**config.mk**
```make
export PLATFORM = sky130hd
export DESIGN_NAME = dram_access_seq
export DESIGN_NICKNAME = d
export VERILOG_FILES = /design/src/rtl/dram_seq_pkg.sv /design/src/rtl/dram_seq_edge.sv /design/src/rtl/dram_seq_fsm.sv /design/src/rtl/dram_seq_drive.sv /design/src/rtl/dram_access_seq.sv
export SDC_FILE = /design/constraint.sdc
export NUM_CORES = 1
export LEC_CHECK = 0
export BUFFER_PORTS_ARGS = -buffer_cell sky130_fd_sc_hd__buf_2
export CORE_ASPECT_RATIO = 1.1
export CORE_MARGIN = 3
export CORE_UTILIZATION = 51
export CTS_CLUSTER_DIAMETER = 120
export DETAILED_ROUTE_END_ITERATION = 8
export PLACE_DENSITY = 0.78
export SYNTH_ARGS = -nofsm -noshare
export SYNTH_HDL_FRONTEND = slang
export SYNTH_HIERARCHICAL = 1
export SYNTH_SLANG_ARGS = --single-unit
```
**constraint.sdc**
```tcl
create_clock -name clk -period 2.3 [get_ports clk]
set_clock_uncertainty 0.15 [all_clocks]
set_input_delay 0.115 -clock clk [delete_from_list [all_inputs] [get_ports clk]]
set_output_delay 0.115 -clock clk [all_outputs]
set_load 0.01 [all_outputs]
```
**src/rtl/dram_seq_pkg.sv**
```systemverilog
package dram_seq_pkg;

    // Sequencer phases of one access cycle
    typedef enum logic [2:0] {
        ST_IDLE = 3'd0,   // waiting for a latched request
        ST_HOLD = 3'd1,   // request parked behind a refresh
        ST_ROW  = 3'd2,   // row byte on the bus, strobes high
        ST_RAS  = 3'd3,   // row strobe asserted
        ST_COL  = 3'd4    // column byte on the bus, column strobe asserted
    } seq_state_e;

endpackage

```
**src/rtl/dram_seq_edge.sv**
```systemverilog
module dram_seq_edge #(
    parameter int W = 1
) (
    input  logic         clk,
    input  logic         rst_n,
    input  logic [W-1:0] sig_i,
    output logic [W-1:0] fall_o
);

    logic [W-1:0] prev_d;
    logic [W-1:0] prev_q;

    for (genvar g = 0; g < W; g++) begin : g_bit
        always_comb begin
            prev_d[g] = sig_i[g];
            fall_o[g] = prev_q[g] & ~sig_i[g];
        end

        always_ff @(posedge clk or negedge rst_n) begin
            if (!rst_n) begin
                prev_q[g] <= 1'b0;
            end else begin
                prev_q[g] <= prev_d[g];
            end
        end
    end

endmodule

```
**src/rtl/dram_seq_fsm.sv**
```systemverilog
module dram_seq_fsm
    import dram_seq_pkg::*;
#(
    parameter int MA_W     = 8,
    parameter int BANKS    = 2,
    parameter int NUM_WAIT = 1
) (
    input  logic                 clk,
    input  logic                 rst_n,
    input  logic                 ale_fall_i,
    input  logic                 cs_n_i,
    input  logic [((BANKS > 1) ? $clog2(BANKS) : 1)-1:0] bank_sel_i,
    input  logic [2*MA_W-1:0]    addr_i,
    input  logic                 acc_rd_n_i,
    input  logic                 acc_wr_n_i,
    input  logic                 wait_strap_i,
    input  logic                 refresh_busy_i,
    output seq_state_e           nxt_st_o,
    output logic [((BANKS > 1) ? $clog2(BANKS) : 1)-1:0] nxt_bank_o,
    output logic [MA_W-1:0]      nxt_row_o,
    output logic [MA_W-1:0]      nxt_col_o,
    output logic                 nxt_wait_o
);

    localparam int BANK_W = (BANKS > 1) ? $clog2(BANKS) : 1;
    localparam int CNT_W  = $clog2(NUM_WAIT + 1);
    localparam logic [CNT_W-1:0] WAIT_LOAD = CNT_W'(NUM_WAIT);

    typedef struct packed {
        seq_state_e        st;
        logic [BANK_W-1:0] bank;
        logic [MA_W-1:0]   row;
        logic [MA_W-1:0]   col;
        logic              ws;
        logic [CNT_W-1:0]  wcnt;
    } fsm_t;

    fsm_t d;
    fsm_t q;
    logic acc_low;

    always_comb begin
        d       = q;
        acc_low = !acc_rd_n_i || !acc_wr_n_i;
        if (q.wcnt != '0) begin
            d.wcnt = q.wcnt - CNT_W'(1);
        end
        case (q.st)
            ST_IDLE: begin
                if (ale_fall_i && !cs_n_i) begin
                    d.bank = bank_sel_i;
                    d.row  = addr_i[2*MA_W-1:MA_W];
                    d.col  = addr_i[MA_W-1:0];
                    d.ws   = wait_strap_i;
                    if (refresh_busy_i) begin
                        d.st = ST_HOLD;
                    end else begin
                        d.st   = ST_ROW;
                        d.wcnt = wait_strap_i ? WAIT_LOAD : '0;
                    end
                end
            end
            ST_HOLD: begin
                if (!refresh_busy_i) begin
                    d.st   = ST_ROW;
                    d.wcnt = q.ws ? WAIT_LOAD : '0;
                end
            end
            ST_ROW: d.st = ST_RAS;
            ST_RAS: begin
                if (acc_low) begin
                    d.st = ST_COL;
                end
            end
            ST_COL: begin
                if (!acc_low) begin
                    d.st = ST_IDLE;
                end
            end
            default: d.st = ST_IDLE;
        endcase
    end

    always_ff @(posedge clk or negedge rst_n) begin
        if (!rst_n) begin
            q <= '{st: ST_IDLE, default: '0};
        end else begin
            q <= d;
        end
    end

    assign nxt_st_o   = d.st;
    assign nxt_bank_o = d.bank;
    assign nxt_row_o  = d.row;
    assign nxt_col_o  = d.col;
    assign nxt_wait_o = (d.wcnt != '0);

endmodule

```
**src/rtl/dram_seq_drive.sv**
```systemverilog
module dram_seq_drive
    import dram_seq_pkg::*;
#(
    parameter int MA_W  = 8,
    parameter int BANKS = 2
) (
    input  logic                 clk,
    input  logic                 rst_n,
    input  seq_state_e           nxt_st_i,
    input  logic [((BANKS > 1) ? $clog2(BANKS) : 1)-1:0] nxt_bank_i,
    input  logic [MA_W-1:0]      nxt_row_i,
    input  logic [MA_W-1:0]      nxt_col_i,
    input  logic                 nxt_wait_i,
    input  logic                 acc_rd_n_i,
    input  logic                 acc_wr_n_i,
    output logic [MA_W-1:0]      mem_addr_o,
    output logic                 mem_addr_oe_o,
    output logic [BANKS-1:0]     ras_n_o,
    output logic                 ras_oe_o,
    output logic                 cas_n_o,
    output logic                 cas_oe_o,
    output logic                 ready_o
);

    localparam int BANK_W = (BANKS > 1) ? $clog2(BANKS) : 1;

    typedef struct packed {
        logic [MA_W-1:0]  addr;
        logic [BANKS-1:0] ras_n;
        logic             cas_n;
        logic             a_oe;
        logic             r_oe;
        logic             c_oe;
        logic             rdy;
    } drv_t;

    drv_t             d;
    drv_t             q;
    logic [BANKS-1:0] ras_sel;
    logic             row_live;
    logic             floating;

    assign row_live = (nxt_st_i == ST_RAS) || (nxt_st_i == ST_COL);

    for (genvar g = 0; g < BANKS; g++) begin : g_bank
        assign ras_sel[g] = row_live && (nxt_bank_i == BANK_W'(g));
    end

    always_comb begin
        floating = !acc_rd_n_i && !acc_wr_n_i;
        d        = q;
        case (nxt_st_i)
            ST_COL:         d.addr = nxt_col_i;
            ST_ROW, ST_RAS: d.addr = nxt_row_i;
            default:        d.addr = '0;
        endcase
        d.ras_n = ~ras_sel;
        d.cas_n = (nxt_st_i != ST_COL);
        d.a_oe  = !floating;
        d.r_oe  = !floating;
        d.c_oe  = !floating;
        d.rdy   = (nxt_st_i != ST_HOLD) && !nxt_wait_i;
    end

    always_ff @(posedge clk or negedge rst_n) begin
        if (!rst_n) begin
            q <= '{addr: '0, ras_n: '1, default: 1'b1};
        end else begin
            q <= d;
        end
    end

    assign mem_addr_o    = q.addr;
    assign mem_addr_oe_o = q.a_oe;
    assign ras_n_o       = q.ras_n;
    assign ras_oe_o      = q.r_oe;
    assign cas_n_o       = q.cas_n;
    assign cas_oe_o      = q.c_oe;
    assign ready_o       = q.rdy;

endmodule

```
**src/rtl/dram_access_seq.sv**
```systemverilog
module dram_access_seq
    import dram_seq_pkg::*;
#(
    parameter int MA_W     = 8,
    parameter int BANKS    = 2,
    parameter int NUM_WAIT = 1
) (
    input  logic                 clk,
    input  logic                 rst_n,
    input  logic                 ale_i,
    input  logic                 cs_n_i,
    input  logic [((BANKS > 1) ? $clog2(BANKS) : 1)-1:0] bank_sel_i,
    input  logic [2*MA_W-1:0]    addr_i,
    input  logic                 acc_rd_n_i,
    input  logic                 acc_wr_n_i,
    input  logic                 wait_strap_i,
    input  logic                 refresh_busy_i,
    output logic [MA_W-1:0]      mem_addr_o,
    output logic                 mem_addr_oe_o,
    output logic [BANKS-1:0]     ras_n_o,
    output logic                 ras_oe_o,
    output logic                 cas_n_o,
    output logic                 cas_oe_o,
    output logic                 ready_o
);

    localparam int BANK_W = (BANKS > 1) ? $clog2(BANKS) : 1;

    logic              ale_fall;
    seq_state_e        nxt_st;
    logic [BANK_W-1:0] nxt_bank;
    logic [MA_W-1:0]   nxt_row;
    logic [MA_W-1:0]   nxt_col;
    logic              nxt_wait;

    dram_seq_edge #(
        .W (1)
    ) i_ale_edge (
        .clk    (clk),
        .rst_n  (rst_n),
        .sig_i  (ale_i),
        .fall_o (ale_fall)
    );

    dram_seq_fsm #(
        .MA_W     (MA_W),
        .BANKS    (BANKS),
        .NUM_WAIT (NUM_WAIT)
    ) i_fsm (
        .clk            (clk),
        .rst_n          (rst_n),
        .ale_fall_i     (ale_fall),
        .cs_n_i         (cs_n_i),
        .bank_sel_i     (bank_sel_i),
        .addr_i         (addr_i),
        .acc_rd_n_i     (acc_rd_n_i),
        .acc_wr_n_i     (acc_wr_n_i),
        .wait_strap_i   (wait_strap_i),
        .refresh_busy_i (refresh_busy_i),
        .nxt_st_o       (nxt_st),
        .nxt_bank_o     (nxt_bank),
        .nxt_row_o      (nxt_row),
        .nxt_col_o      (nxt_col),
        .nxt_wait_o     (nxt_wait)
    );

    dram_seq_drive #(
        .MA_W  (MA_W),
        .BANKS (BANKS)
    ) i_drive (
        .clk           (clk),
        .rst_n         (rst_n),
        .nxt_st_i      (nxt_st),
        .nxt_bank_i    (nxt_bank),
        .nxt_row_i     (nxt_row),
        .nxt_col_i     (nxt_col),
        .nxt_wait_i    (nxt_wait),
        .acc_rd_n_i    (acc_rd_n_i),
        .acc_wr_n_i    (acc_wr_n_i),
        .mem_addr_o    (mem_addr_o),
        .mem_addr_oe_o (mem_addr_oe_o),
        .ras_n_o       (ras_n_o),
        .ras_oe_o      (ras_oe_o),
        .cas_n_o       (cas_n_o),
        .cas_oe_o      (cas_oe_o),
        .ready_o       (ready_o)
    );

endmodule

```
# Word-level counts from Yosys, hierarchy flattened
# Cells that the tools add are included.
[word_totals] reg_bits=36 inputBits=25
[classes] add_sub_neg=1 eq_ne=9 n_mux=14 bitwise_logic=4 n_reduce_logical=15
[ops] operator="$mux 22" n=1
[ops] operator="$mux 18" n=1
[ops] operator="$pmux 8 s2" n=1
[ops] operator="$pmux 3 s5" n=1
[ops] operator="$eq 3x2->1 const B" n=4
[ops] operator="$mux 3" n=3
[ops] operator="$eq 3x3->1 const B" n=2
[ops] operator="$logic_and 1x1->1" n=5
[ops] operator="$logic_not 1->1" n=5
[ops] operator="$mux 1" n=5
[ops] operator="$eq 3x1->1 const B" n=1
[ops] operator="$logic_not 3->1" n=1
[ops] operator="$ne 3x1->1 const B" n=1
[ops] operator="$ne 3x3->1 const B" n=1
[ops] operator="$logic_or 1x1->1" n=2
[ops] operator="$mux 2" n=1
[ops] operator="$not 1->1" n=2
[ops] operator="$not 2->2" n=1
[ops] operator="$pmux 1 s2" n=1
[ops] operator="$reduce_and 2->1" n=1
[ops] operator="$reduce_or 2->1" n=1
[ops] operator="$and 1x1->1" n=1
[ops] operator="$sub 1x1->1 const B" n=1

# Logic depth before layout (Yosys ltp)
# Gate-level depths: netlist (run 1).
[logic_depth] word_depth=9 ltp_mapped=7 ltp_nobuf=5

# Cells and area by module
# Netlist (run 1), hierarchy kept.
[by_module_without_submodules] mod="dram_seq_fsm" instances=1 cells_per_inst=61 area_each_um2=907.1
[by_module_without_submodules] mod="dram_seq_drive" instances=1 cells_per_inst=35 area_each_um2=508.0
[by_module_without_submodules] mod="dram_seq_edge" instances=1 cells_per_inst=2 area_each_um2=38.8

# Worst setup path before layout (run 1)
# No wires, ideal clock.
[synth_timing] kind="reg-to-reg" startpoint="register i_fsm/q[21] (netlist name)" endpoint="register i_drive.q (netlist bit i_drive/ras_n_o[0])" setup_ps=88 arrival_ps=1580 setup_slack_ps=481 path_stages_with_launch=8 path_buffers=2 cell_sequence="dfrtp_1 -> nor2_1 -> and3_1 -> buf_6 -> buf_12 -> a22o_2 -> nor3b_1 -> o21bai_1"
[synth_rtl] element="start, declared" line_no="dram_seq_fsm.sv:39" text="fsm_t q;"
[synth_rtl] element="start signal, assigned" line_no="dram_seq_fsm.sv:86" text="q <= '{st: ST_IDLE, default: '0};"
[synth_rtl] element="start signal, assigned" line_no="dram_seq_fsm.sv:88" text="q <= d;"
[synth_rtl] element="end signal, assigned" line_no="dram_seq_drive.sv:67" text="q <= '{addr: '0, ras_n: '1, default: 1'b1};"
[synth_rtl] element="end signal, assigned" line_no="dram_seq_drive.sv:69" text="q <= d;"
[synth_rtl] element="end, declared" line_no="dram_seq_drive.sv:38" text="drv_t q;"

==> impl_metrics.toml, run 1 <==
[worst_setup_path]
r2r-end = "i_drive/mem_addr_o[6]"
critical_path.top_delay_family = "simple AND/OR/NAND/NOR gates"
startpoint_type = "flip-flop"
crit_fanout = 6
r2r_setup_slack_ns = 0.16
max_stage_delay_ns = 0.43
cp.arrival_ns = 2.21
slowest_stage = "dfrtp_1"
path_class = "reg -> reg"
crit_required_ns = 2.37
reg2reg_depth = 5
path_buf_inv = 1
endpoint_kind = "flip-flop"
path_cells = "nor2_1, and3_1, buf_4, mux2_2, a32o_1"
r2r_start = "i_fsm/q[19]"

[layout]
area_delta_synth_final_pct = 35.6
antenna_cells = 0
drive_above_1_share = 0.473
layout.nets = 191
fin_area_um2 = 1970

[logic_synthesis]
synthesis.area_um2 = 1450
synth_area_leaders = "dfrtp_1, mux2_4, dfstp_2"
post-synth-top-area-cell = "dfrtp_1"
ys_seq_elements = 35
synthesis.nets = 123
synth_cell_types = 30
ys_seq_area_frac = 0.607
avgSynthCellArea_um2 = 14.8
syn_inst = 98
ys_warn_count = 6
synth_top_area_frac = 0.516

[clocking]
cts_made_buffers = 5
tritoncts = "done"
post_cts_resized = 0
cts_buffer_depth = 2
h-tree-depth = 2
path_clk_slew_ns = 0.10
post_cts_buffers = 0
cts_root_buffer = "clkbuf_4"
insertion_delay_ns = 0.32
cts_sinks = 35

[global_routing]
grt_usage = 0.190
grt_pass1_wl_um = 5000
grt_max_degree = 36
grt_use_met1 = 0.236
grt.met3_usage = 0.0413
met2_usage = 0.330
antenna_found_initial = 0
grt.overflow.total = 0
grt_pass1_vias = 1059
grt_most_used_layer = "met2"

[route]
viasPerCell = 5.30
routed_wl_um = 3040
avgRoutedWirePerCell_um = 15.3
drcViolationCount = 0
antenna_left = 0
drt-pass1-iter-count = 4
drtIter0Drc = 38
via_count = 1049

[place]
gp_congestion = 0.812
dp_hpwl_um = 2000
io_buffer_count = 39
pre_cts_ws_ns = 0.198
place_area_um2 = 1670

[sta]
final.min_clock_period_ns = 2.14
slew_headroom = 0.515
rsz0062_at_grt = "false"
tightest_slew_ns = 0.727
clock.fmax_mhz = 468
setup_ws_ns = 0.161
post-route-period-util = 0.930
final_max_slew_viol_count = 0
tns_ns = 0
hold_viol = 0
setup_viol = 0

[power_and_ir_drop]
ir_drop_uv = 900
p_leak_nw = 0.936
p_per_area_nw_per_um2 = 1110

[die]
die_area_um2 = 3530
die_y_um = 62
num_rows = 19
boundaryPins = 40
start_util = 0.556
core_um2 = 2620
die_x_um = 56.9

[worst_hold_path]
worstHoldStart = "acc_wr_n_i"
hold_class = "in -> reg"
holdPathEnd = "i_fsm/q[21]"
whs_path_depth = 3

[flow_run]
max_cap_violations = 0

[status]
outcome = "finished clean"
cell families (layout without fill, tap and decap cells):
kind of cell / count (synthesis) / after routing / share of synthesized area
AO/OA/AOI/OAI: 18 / 18 / 0.0998
buffers and inverters: 9 / 78 / 0.0525
flip-flops: 35 / 35 / 0.607
multiplexers: 18 / 18 / 0.163
AND/OR/NAND/NOR: 18 / 18 / 0.0783
worst min-delay path, stage by stage:
cell	delay, ns
buf_2	0.10
a21oi_1	0.11
buf_4	0.17
metal layers:
metal | up-vias | wire (µm)
met2 | 48 | 1600
met1 | 507 | 1210
met5 | - | 0
met4 | 0 | 29
li1 | 488 | -
met3 | 6 | 195
sequential cells by signal, indices dropped and copies added, names as in the netlist:
| register | count |
|---|---|
| i_fsm/q | 21 |
| i_drive/cas_n_o | 1 |
| i_drive/ready_o | 1 |
| i_drive/ras_oe_o | 1 |
| i_drive/ras_n_o | 2 |
| i_ale_edge/prev_q | 1 |
| i_drive/mem_addr_o | 8 |
cells in the mapped netlist, drive strengths merged:
cell      n
dfrtp    30
mux2     18
a32o      8
buf       6
dfstp     5
nor2      5
inv       3
o21ai     3
a21oi     2
and3b     2
nand3     2
nor2b     2
nor3b     2
a21boi    1
a22o      1
a2bb2oi   1
and3      1
nand2     1
nand3b    1
nor3      1
o21bai    1
o22ai     1
or2       1
final cells by class:
class,instances,area [µm²]
multi-input combinational,54,495
timing repair buffer,67,475
fill,166,643
inverter,3,11.3
clock buffer,8,68.8
tap,31,38.8
sequential,35,882
power by group:
group / switching [W] / internal, W / total, W
clock: 0.000186 / 0.000180 / 0.000365
combinational: 0.000413 / 0.000441 / 0.000854
sequential: 0.0000976 / 0.000874 / 0.000972
total: 0.000696 / 0.00150 / 0.00219
what timing repair did:
item                                    4_1_cts  5_1_grt
endpoints found under the hold margin        60        0
hold buffers                                 23        0
endpoints found under the setup margin        0        0
cells in the final DEF (no fill, tap or decap), drive strengths merged, types with 3 or more instances in the layout:
| cell type | Yosys | final |
|---|---|---|
| a32o | 8 | 8 |
| buf | 6 | 44 |
| clkbuf | 0 | 8 |
| dfrtp | 30 | 30 |
| dfstp | 5 | 5 |
| dlygate4sd3 | 0 | 23 |
| inv | 3 | 3 |
| mux2 | 18 | 18 |
| nor2 | 5 | 5 |
| o21ai | 3 | 3 |
worst max-delay path by stage:
stage / start / to / slack (ns) / cells after the start
after floorplan: i_fsm/q[21] / i_drive/ras_n_o[0] / 0.48 / 7
after global placement: i_fsm/q[19] / i_drive/mem_addr_o[1] / 0.28 / 5
after detailed placement: i_fsm/q[19] / i_drive/mem_addr_o[6] / 0.20 / 5
after CTS: i_fsm/q[19] / i_drive/mem_addr_o[6] / 0.18 / 5
after global routing: i_fsm/q[19] / i_drive/mem_addr_o[6] / 0.04 / 5
final: i_fsm/q[19] / i_drive/mem_addr_o[6] / 0.16 / 5
stage by stage:
step,hold WS (ns),std cells,power (W),utilization
floorplan,-0.331,98,0.00156,-
global placement,0.0526,167,0.00175,0.640
detailed placement,0.0692,167,0.00180,0.640
CTS,0.0532,198,0.00220,0.754
global route,0.0481,198,0.00233,0.754
finish,0.0667,198,0.00219,0.754
No activity file was read; power rests on OpenSTA's default activity.
==> inputs of run 2 (changes only) <==
CORE_MARGIN = not set   (was 3)
CORE_UTILIZATION = 50   (was 51)
PLACE_DENSITY = 0.77   (was 0.78)
SYNTH_HIERARCHICAL = not set   (was 1)
==> run 2 against run 1 <==
  * Routed wire length fell by 11%
  * Sequential cell count did not move
  * Sequential share of layout area rose by 2.4 points
  * Combinational power fell by 22%
  * Worst setup slack got worse by 0.057 ns
  * Fmax fell by 2.6%
  * Die area fell by 16%
  * Register-to-register slack got worse by 0.06 ns
  * Core utilization fell by 1.9 points
  * Largest power group unchanged
  * Highest routed layer unchanged
==> impl_metrics.toml, run 2 <==
[clocking]
tritoncts = "done"
path_clk_slew_ns = 0.10
cts_buffer_depth = 2
cts_root_buffer = "clkbuf_4"
insertion_delay_ns = 0.33
h-tree-depth = 2
post_cts_buffers = 0
cts_sinks = 35
cts_made_buffers = 5

[logic_synthesis]
avgSynthCellArea_um2 = 12.7
ys_seq_elements = 35
synthesis.area_um2 = 1370
syn_inst = 108
synth-edff-count = 0
synthFlopType = "dfrtp_1"
synth.most_common_cell = "dfrtp_1"
synthesis.nets = 133
ys_warn_count = 0
synthTopCellsByCount = "dfrtp_1, inv_1, mux2i_1"
synth_cell_types = 23
ys_seq_area_frac = 0.644
synth_top_area_frac = 0.548
async_reset_ff_frac = 1.00
post-synth-top-area-cell = "dfrtp_1"
synth_area_leaders = "dfrtp_1, mux2i_1, dfstp_2"

[layout]
largest_register_ffs = 21
layout_commonest_cell = "buf_2"
utilization = 0.735
area_delta_synth_final_pct = 36.5
antenna_cells = 0
largest-register = "i_fsm.q"
fillers = 183
layout.nets = 200
drive_above_1_share = 0.313
final_cell_mix = "buf_2, dfrtp_1, dlygate4sd3_1"

[die]
boundaryPins = 40
die_x_um = 51.9
die_area_um2 = 2950
die_y_um = 56.9
core_um2 = 2540
start_util = 0.539
num_rows = 19

[sta]
slew_headroom = 0.511
post-route-period-util = 0.955
setup_viol = 0
tightest_slew_ns = 0.734
tns_ns = 0
clock.fmax_mhz = 455
final.min_clock_period_ns = 2.20
rsz0062_at_grt = "false"
final_max_slew_viol_count = 0
hold_viol = 0

[global_routing]
grt_max_degree = 36
antenna_found_initial = 0
grt_most_used_layer = "met2"
grt_pass1_wl_um = 4590
grt_use_met1 = 0.235
met2_usage = 0.383
grt_pass1_vias = 1098
grt_usage = 0.226
grt.overflow.total = 0
grt.met3_usage = 0.0759

[route]
drtIter0Drc = 16
antenna_left = 0
viasPerCell = 4.98
routed_wl_um = 2700
via_count = 1030
drt-pass1-iter-count = 4
drcViolationCount = 0
avgRoutedWirePerCell_um = 13.0

[worst_setup_path]
max_stage_delay_ns = 0.57
path_cells = "nor4b_2, nand2_1, buf_4, o21ai_0, a221oi_1, dlygate4sd3_1"
endpoint_kind = "flip-flop"
slowest_stage = "dlygate4sd3_1"
path_class = "reg -> reg"
crit_required_ns = 2.41
r2r_start = "i_fsm.q[21]"
startpoint_type = "flip-flop"
crit_fanout = 10
cp.arrival_ns = 2.31
cp-startpoint = "i_fsm.q[21]"

[power_and_ir_drop]
ir_drop_uv = 677
p_leak_nw = 1.09
p_per_area_nw_per_um2 = 1040

[status]
outcome = "finished clean"

[place]
dp_hpwl_um = 1710
io_buffer_count = 39
gp_congestion = 0.794

[worst_hold_path]
hold_class = "in -> reg"
worstHoldStart = "acc_wr_n_i"

[flow_run]
max_cap_violations = 0
[run 2: changes by cell type after synthesis, sizes merged, moves of 2 or more]
cell   previous run  this run
mux2             18         0
inv               3        20
mux2i             0        17
a32o              8         0
o22ai             1         9
nor2              5         2
a21oi             2         0
a22oi             0         2
and3b             2         0
nand2             1         3
nand3             2         0
nor3b             2         0
[run 2: logic make-up after synthesis]
logic type / synth area share
AOI/OAI and AO/OA: 0.0968
buffers and inverters: 0.0831
DFF: 0.644
muxes: 0.124
and+or+nand+nor: 0.0521
[run 2: worst paths after layout]
check,end,slack (ns),cells past startpoint
max in group asynchronous,i_drive.mem_addr_o[2],1.31,2
hold / removal,i_drive.ras_n_o[1],0.04,4
setup / recovery,i_drive.ready_o,0.10,6
hold reg to reg,i_fsm.q[8],0.34,2
setup reg to reg,i_drive.ready_o,0.10,6
min in group asynchronous,i_ale_edge.prev_q,0.22,2
[run 2: final cells by class]
class	instances	area, µm²	share of cell area
inverters	20	75.1	0.0401
clock buffers	7	45.0	0.0241
repair buffers	65	450	0.241
well taps	31	38.8	0.0207
multi-input cells	48	374	0.200
flip-flops and latches	35	882	0.472
clock inverters	1	5.00	0.00268
[run 2: per-stage QoR]
stage,area (µm²),hold slack (ns),power [W],setup WS (ns),cells
after global routing,1870,0.0623,0.00210,0.0699,207
after floorplan,1370,-0.331,0.00140,0.723,108
after detailed placement,1580,0.0680,0.00161,0.486,175
after CTS,1870,0.0188,0.00197,0.122,207
after global placement,1580,0.0632,0.00156,0.639,175
final,1870,0.0366,0.00195,0.104,207
[run 2: layer usage]
metal / up-vias / share of wire
met3: 8 / 0.047
met2: 34 / 0.52
li1: 489 / -
met5: - / 0
met1: 499 / 0.40
met4: 0 / 0.031
[run 2: power by group]
| group | switching (W) | internal (W) | leakage [nW] |
|---|---|---|---|
| Sequential | 0.0000949 | 0.000879 | 0.430 |
| Combinational | 0.000361 | 0.000302 | 0.633 |
| Clock | 0.000191 | 0.000119 | 0.0293 |
| Total | 0.000647 | 0.00130 | 1.09 |
[run 2: repair_timing]
action	CTS	global route
setup endpoints to repair	0	0
hold endpoints to repair	62	0
hold buffers	24	0
resized for setup	0	0
[run 2: critical path: cells and delay by family, from the launching register on]
family / cells / cell delay (ns)
and+or+nand+nor: 2 / 0.53
AOI/OAI and AO/OA: 2 / 0.18
buffers and inverters: 2 / 0.80
DFF: 1 / 0.47
==> inputs of run 3 (changes only) <==
CORE_UTILIZATION = 40   (was 50)
PLACE_DENSITY = not set   (was 0.77)
==> run 3 against run 2 <==
  * The flow now finishes with violations (design-rule violations)
  * Clock power increased by 35%
  * Worst hold slack better by 0.027 ns
  * Global-route usage decreased by 5.9 points
  * Largest cell class unchanged
  * Sequential cell count stayed put
  * Highest routed layer unchanged
  * Final area up 1.5%
  * Via count shrank 2.7%
  * Worst setup slack gained 0.087 ns
  * Register-to-register slack gained 0.09 ns
==> impl_metrics.toml, run 3 (synthesis results as in run 2) <==
[worst_hold_path]
holdPathEnd = "i_drive.ras_n_o[1]"
hold_class = "in -> reg"
whs_path_depth = 4
worstHoldStart = "acc_wr_n_i"

[clocking]
cts_buffer_depth = 2
cts_made_buffers = 5
insertion_delay_ns = 0.32
tritoncts = "done"
cts_root_buffer = "clkbuf_4"
h-tree-depth = 2
post_cts_resized = 0
cts_sinks = 35
path_clk_slew_ns = 0.10

[sta]
tns_ns = 0
hold_ws_ns = 0.0633
final_max_slew_viol_count = 0
post-route-period-util = 0.917
final.min_clock_period_ns = 2.11
slew_headroom = 0.504
setup_viol = 0
setup_ws_ns = 0.191
hold_viol = 0
rsz0062_at_grt = "false"
clock.fmax_mhz = 474
tightest_slew_ns = 0.744

[layout]
largest-register = "i_fsm.q"
area_delta_synth_final_pct = 38.6
utilization = 0.602
drive_above_1_share = 0.313
largest_register_ffs = 21
antenna_cells = 0
layout.nets = 200
fin_cells = 210
final_cell_mix = "buf_2, dfrtp_1, dlygate4sd3_1"
layout_commonest_cell = "buf_2"

[route]
routed_wl_um = 2510
avgRoutedWirePerCell_um = 11.9
drtIter0Drc = 29
via_count = 1002
viasPerCell = 4.77
drcViolationCount = 4
drt-pass1-iter-count = 6
antenna_left = 0

[place]
dp_cells = 178
dp_hpwl_um = 1680
pre_cts_ws_ns = 0.536
gp_congestion = 0.748
io_buffer_count = 39

[power_and_ir_drop]
ir_drop_uv = 553
p_per_area_nw_per_um2 = 1070
p_leak_nw = 1.10

[global_routing]
grt.overflow.total = 0
grt_max_degree = 36
grt_pass1_wl_um = 4510
grt_usage = 0.166
antenna_found_initial = 0
grt_pass1_vias = 1062

[status]
outcome = "finished with violations"
violations = "design-rule violations"

[worst_setup_path]
slowest_stage = "dlygate4sd3_1"
r2r-end = "i_drive.ready_o"
cp.arrival_ns = 2.21
endpoint_kind = "flip-flop"
worst-path-stages = 6
r2r_start = "i_fsm.q[21]"
critical_path.top_delay_family = "buffers and inverters"
max_stage_delay_ns = 0.57
path_class = "reg -> reg"
crit_required_ns = 2.40
reg2reg_depth = 6
crit_fanout = 9
r2r_setup_slack_ns = 0.19
path_cells = "nor4b_2, nand2_1, buf_4, o21ai_0, a221oi_1, dlygate4sd3_1"
path_buf_inv = 2
startpoint_type = "flip-flop"

[die]
die_y_um = 63.4
core_um2 = 3150
boundaryPins = 40
num_rows = 21
die_x_um = 57.8
die_area_um2 = 3660
start_util = 0.435

[flow_run]
max_cap_violations = 0
[run 3: cell types whose count changed in the layout (fill, tap and decap cells not counted), sizes merged]
cell	before	now
clkinv	1	0
bufinv	0	1
[run 3: worst max path at each step]
stage                      from                     to  slack [ns]
floorplan           i_fsm.q[21]  i_drive.mem_addr_o[3]        0.72
global route        i_fsm.q[21]        i_drive.ready_o        0.06
finish              i_fsm.q[21]        i_drive.ready_o        0.19
CTS                 i_fsm.q[21]        i_drive.ready_o        0.19
global placement    i_fsm.q[21]  i_drive.mem_addr_o[6]        0.60
detailed placement  i_fsm.q[21]  i_drive.mem_addr_o[7]        0.54
[run 3: routing by layer]
metal / GRT usage / up-vias / routed length [µm]
met1: 0.171 / 474 / 1010
met2: 0.296 / 29 / 1320
li1: - / 494 / -
met4: 0.0982 / 0 / 48
met5: 0 / - / 0
met3: 0.0431 / 5 / 126
[run 3: worst reg2reg max path, cell delays in order, from the launching register on]
cell	delay, ns
dfrtp_1	0.47
nor4b_2	0.33
nand2_1	0.14
buf_4	0.20
o21ai_0	0.08
a221oi_1	0.09
dlygate4sd3_1	0.57
[run 3: per-stage QoR]
step                      total power [W]  area (µm²)
after global routing              0.00219        1900
after floorplan                   0.00140        1370
after detailed placement          0.00160        1580
after CTS                         0.00207        1900
after global placement            0.00157        1580
final                             0.00203        1900
[run 3: what timing repair did]
item,4_1_cts,5_1_grt
buffers inserted,0,0
hold buffers,24,0
endpoints found under the hold margin,62,0
[run 3: layout make-up]
cell class	instances	area (µm²)
Timing Repair Buffer	65	450
Clock inverter	1	30.0
Sequential cell	35	882
Inverter	20	75.1
Fill cell	284	1250
Tap cell	34	42.5
Clock buffer	7	45.0
Multi-Input combinational cell	48	374
[run 3: where the power goes]
group	total [W]	switching, W	internal [W]
Clock	0.000418	0.000187	0.000231
Combinational	0.000649	0.000347	0.000302
Sequential	0.000968	0.0000895	0.000879
